--- src/rtl/sar_seq_ctrl.sv ---
module sar_seq_ctrl #(
  parameter int CLK_KHZ      = 100_000,
  parameter int ACQ_NS       = 1500,
  parameter int CONV_NS      = 3700,
  parameter int SCLK_HALF_NS = 50,
  parameter int ABORT_BITS   = 11,
  parameter int RES_W        = 12
) (
  input  logic             clk,
  input  logic             rst,
  input  logic             start_req,
  input  logic             chan_req,
  output logic             cnvst_o,
  output logic             sclk_o,
  input  logic             sdata_i,
  output logic [RES_W-1:0] result_o,
  output logic             result_ch_o,
  output logic             result_valid_o
);

  function automatic int ns2cyc(input int ns);
    longint prod;
    prod = longint'(ns) * longint'(CLK_KHZ);
    return int'((prod + 64'd999_999) / 64'd1_000_000);
  endfunction

  localparam int MIN_ACQ_NS = 1400;
  localparam int ACQ_EFF_NS = (ACQ_NS < MIN_ACQ_NS) ? MIN_ACQ_NS : ACQ_NS;
  localparam int ACQ_CYC    = ns2cyc(ACQ_EFF_NS);
  localparam int CONV_RAW   = ns2cyc(CONV_NS);
  localparam int CONV_CYC   = (CONV_RAW < 1) ? 1 : CONV_RAW;
  localparam int HALF_RAW   = ns2cyc(SCLK_HALF_NS);
  localparam int HALF_CYC   = (HALF_RAW < 1) ? 1 : HALF_RAW;
  localparam int MAX_A      = (ACQ_CYC > CONV_CYC) ? ACQ_CYC : CONV_CYC;
  localparam int MAX_CYC    = (MAX_A > HALF_CYC) ? MAX_A : HALF_CYC;
  localparam int CW         = $clog2(MAX_CYC + 1);
  localparam int BW         = $clog2(RES_W + 1);
  localparam int ABORT_LIM  = (ABORT_BITS >= RES_W) ? RES_W - 1 :
                              (ABORT_BITS < 0) ? 0 : ABORT_BITS;

  typedef enum logic [2:0] {
    S_IDLE, S_ACQ, S_CONV, S_SHIFT, S_DONE, S_ABORT
  } st_t;

  st_t              st;
  logic [CW-1:0]    cnt;
  logic [BW-1:0]    nbits;
  logic [RES_W-1:0] sh;
  logic [RES_W-1:0] res_q;
  logic             cnvst_q, sclk_q, full_q, ch_q, vld_q;

  wire              cnt_zero = (cnt == '0);
  wire [BW-1:0]     lim      = full_q ? BW'(RES_W) : BW'(ABORT_LIM);

  always_ff @(posedge clk) begin
    if (rst) begin
      st      <= S_IDLE;
      cnt     <= '0;
      nbits   <= '0;
      sh      <= '0;
      res_q   <= '0;
      cnvst_q <= 1'b0;
      sclk_q  <= 1'b0;
      full_q  <= 1'b0;
      ch_q    <= 1'b0;
      vld_q   <= 1'b0;
    end else begin
      vld_q <= 1'b0;
      case (st)
        S_IDLE:
          if (start_req) begin
            cnvst_q <= 1'b1;
            cnt     <= CW'(ACQ_CYC - 1);
            ch_q    <= chan_req;
            full_q  <= ~chan_req;
            st      <= S_ACQ;
          end
        S_ACQ:
          if (cnt_zero) begin
            cnvst_q <= 1'b0;
            cnt     <= CW'(CONV_CYC - 1);
            st      <= S_CONV;
          end else cnt <= cnt - 1'b1;
        S_CONV:
          if (cnt_zero) begin
            cnt   <= CW'(HALF_CYC - 1);
            nbits <= '0;
            st    <= S_SHIFT;
          end else cnt <= cnt - 1'b1;
        S_SHIFT:
          if (!cnt_zero) cnt <= cnt - 1'b1;
          else if (sclk_q) begin
            sclk_q <= 1'b0;
            cnt    <= CW'(HALF_CYC - 1);
          end else if (nbits == lim) begin
            st <= full_q ? S_DONE : S_ABORT;
          end else begin
            sclk_q <= 1'b1;
            sh     <= {sh[RES_W-2:0], sdata_i};
            nbits  <= nbits + 1'b1;
            cnt    <= CW'(HALF_CYC - 1);
          end
        S_DONE: begin
          res_q <= sh;
          vld_q <= 1'b1;
          st    <= S_IDLE;
        end
        S_ABORT: begin
          cnvst_q <= 1'b1;
          cnt     <= CW'(ACQ_CYC - 1);
          full_q  <= 1'b1;
          st      <= S_ACQ;
        end
        default: st <= S_IDLE;
      endcase
    end
  end

  assign cnvst_o        = cnvst_q;
  assign sclk_o         = sclk_q;
  assign result_o       = res_q;
  assign result_ch_o    = ch_q;
  assign result_valid_o = vld_q;

endmodule

--- config.mk ---
export PLATFORM = sky130hd
export DESIGN_NAME = sar_seq_ctrl
export DESIGN_NICKNAME = d
export VERILOG_FILES = /design/src/rtl/sar_seq_ctrl.sv
export SDC_FILE = /design/constraint.sdc
export NUM_CORES = 1
export LEC_CHECK = 0
export BUFFER_PORTS_ARGS = -buffer_cell sky130_fd_sc_hd__buf_2
export CORE_MARGIN = 3
export CORE_UTILIZATION = 55
export CTS_BUF_LIST = sky130_fd_sc_hd__clkbuf_2 sky130_fd_sc_hd__clkbuf_4 sky130_fd_sc_hd__clkbuf_8
export DETAILED_ROUTE_END_ITERATION = 10
export PLACE_DENSITY = 0.75
export RECOVER_POWER = 25
export SLEW_MARGIN = 25
export SYNTH_ARGS = -nofsm -noshare
export SYNTH_HDL_FRONTEND = slang
export SYNTH_SLANG_ARGS = --single-unit
--- constraint.sdc ---
create_clock -name clk -period 2.6 [get_ports clk]
set_clock_uncertainty 0.1 [all_clocks]
set_input_delay 0.26 -clock clk [delete_from_list [all_inputs] [get_ports clk]]
set_output_delay 0.26 -clock clk [all_outputs]
set_load 0.02 [all_outputs]
==> results.toml <==
[cts]
path_clk_slew_ns = 0.09
clock-root-buffer = "clkbuf_8"
hold_buffers = 0
clkLatencyLatePin_ns = 0.30
h-tree-depth = 2
cts_num_sinks = 45
cts_buffer_depth = 2
post-cts-setup-buffer-count = 0
post_cts_resized = 0
numCtsBuffers = 5
tritoncts = "yes"

[floorplan]
pin_count = 21
die_h_um = 68.9
num_rows = 22
die_area_um2 = 4750
core-area_um2 = 3740
initial_core_util = 0.582
fp.dieW_um = 68.9

[synthesis]
ys_seq_area_frac = 0.414
syn_nets = 266
synth_edf_count = 0
ys_seq_elements = 45
synthCells = 259
syn_area_um2 = 2180
synth_cell_types = 61
yosys_warnings = 0
async_flop_share = 0
syn-mean-instance-area_um2 = 8.41
ys.flop_type = "dfxtp_1"

[sta]
max_freq_ghz = 0.429
finalCritPeriodShare = 0.896
slew_headroom = 0.634
finalSetupTns_ns = 0
fin_crit_ns = 2.33
worst_slew_pin_slew_ns = 0.542
holdWs_ns = 0.115
hold_viol = 0
drv_slew = 0
finalSetupViolations = 0
rsz0062_at_grt = "no"

[placed_design]
globalplace.congestion = 0.845
port_buffers = 20
dpl.hpwl_mm = 3.29

[setup_path]
reg2reg_setup_slack_ns = 0.27
required_ns = 2.69
r2r-start = "cnt[0]"
r2r-end = "nbits[0]"
cp-start-kind = "register"
critical_path.max_fanout = 10
end_kind = "register"
path_class = "register to register"
critPathLaunch = "cnt[0]"
crit_arrival_ns = 2.42
r2r_cells = 7

[grt]
antenna_found_initial = 0
grt_overflow = 0
grt_pass1_wl_mm = 8.26
grt_pass1_vias = 1696
grt_max_degree = 40
grt_use_total = 0.230

[detailed_routing]
ant_nets = 0
initialDrtViolationCount = 200
routed_wl_mm = 4.90
viasPerCell = 6.14
vias = 1995
routedWlPerCell_um = 15.1
drc = 0
dr.pass1.iters = 4

[power_and_ir_drop]
power.leakage_nw = 0.809
vdd_ir_drop_max_v = 0.000581
p_per_area_nw_per_um2 = 711

[min_path]
hold_start = "sdata_i"
hold_path.class = "input port to register"
min_to = "sh[0]"
hold_depth = 3

[final_layout]
nets = 283
syn_to_final_growth_pct = 9.71
fillCellCount = 360
drive_above_1_share = 0.123
num_antenna_cells = 0
multi_input_area_um2 = 1160
final-seq-area_um2 = 901
fin_util = 0.638

[status]
status = "complete, no violations"

[job]
drv_cap = 0
==> how the worst max path moves through the flow <==
stage          depth (start not counted)  endpoint
2_1_floorplan                          7    sh[10]
3_3_place_gp                           7  nbits[0]
3_5_place_dp                           7  nbits[0]
4_1_cts                                7  nbits[0]
5_1_grt                                7  nbits[0]
6_report                               7  nbits[0]
==> final cells by class <==
class,count,share of cell area
Tap cell,48,0.0251
Inverter,4,0.00628
Multi-Input combinational cell,192,0.484
Clock inverter,2,0.0162
Timing Repair Buffer,28,0.0592
Clock buffer,6,0.0319
Sequential cell,45,0.377
==> metrics by stage <==
step	cells	instance area [µm²]	total power, W	setup slack (ns)
CTS	325	2410	0.00170	0.297
detailed placement	317	2290	0.00116	0.314
global placement	317	2290	0.00115	0.399
global route	325	2390	0.00178	0.157
floorplan	259	2180	0.00108	0.474
finish	325	2390	0.00170	0.272
==> worst max-delay path: stages, from the launching register on <==
cell,delay [ns]
dfxtp_1,0.34
inv_1,0.06
ha_1,0.21
or4b_1,0.49
buf_4,0.20
nor3_1,0.37
a31oi_1,0.17
mux2_2,0.29
==> power breakdown <==
| part | switching (W) | total (W) | leakage [nW] | internal, W |
|---|---|---|---|---|
| registers | 0.0000617 | 0.000788 | 0.365 | 0.000727 |
| clock network | 0.000250 | 0.000549 | 0.0588 | 0.000299 |
| logic | 0.000208 | 0.000363 | 0.385 | 0.000156 |
==> flip-flops by register name, summed over array words and instances, names as in the netlist <==
register,flops
sh,12
sclk_o,1
cnvst_o,1
st,3
result_valid_o,1
nbits,4
result_ch_o,1
full_q,1
result_o,12
cnt,9
==> per-layer routing <==
| metal | GRT usage | vias up | share of wire |
|---|---|---|---|
| li1 | - | 984 | - |
| met1 | 0.328 | 943 | 0.48 |
| met2 | 0.345 | 61 | 0.44 |
| met3 | 0.0486 | 7 | 0.063 |
| met4 | 0.0681 | 0 | 0.011 |
| met5 | 0 | - | 0 |
==> cell usage after synthesis, types with 4 or more instances <==
library cell | number | area (µm²)
a21oi_1 | 30 | 150
dfxtp_1 | 45 | 901
clkbuf_1 | 9 | 33.8
o21ai_0 | 10 | 50.1
nand3_1 | 13 | 65.1
nand2_1 | 35 | 131
o21ai_1 | 10 | 50.1
nor2_1 | 13 | 48.8
buf_6 | 4 | 45.0
a31oi_1 | 4 | 25.0
nor2b_1 | 6 | 37.5
or3_1 | 5 | 31.3
==> cell families after synthesis <==
group,count (synthesis),synth area share
compound gates,85,0.249
xor+xnor,1,0.00402
fa+ha+maj,2,0.0115
buf+inv,22,0.0551
flops,45,0.414
mux,3,0.0144
simple gates,101,0.253
==> cell usage in the layout (no fill, tap or decap), drive strengths merged, types with 3 or more instances in the layout <==
| cell type | instances |
|---|---|
| a21oi | 31 |
| a31oi | 4 |
| buf | 13 |
| clkbuf | 21 |
| dfxtp | 45 |
| inv | 3 |
| nand2 | 35 |
| nand2b | 3 |
| nand3 | 13 |
| nor2 | 13 |
| nor2b | 6 |
| nor3 | 3 |
| nor4 | 4 |
| nor4b | 3 |
| o21a | 3 |
| o21ai | 22 |
| or3 | 5 |
| or4 | 3 |
Note: power is estimated with default switching activity, not from simulation.
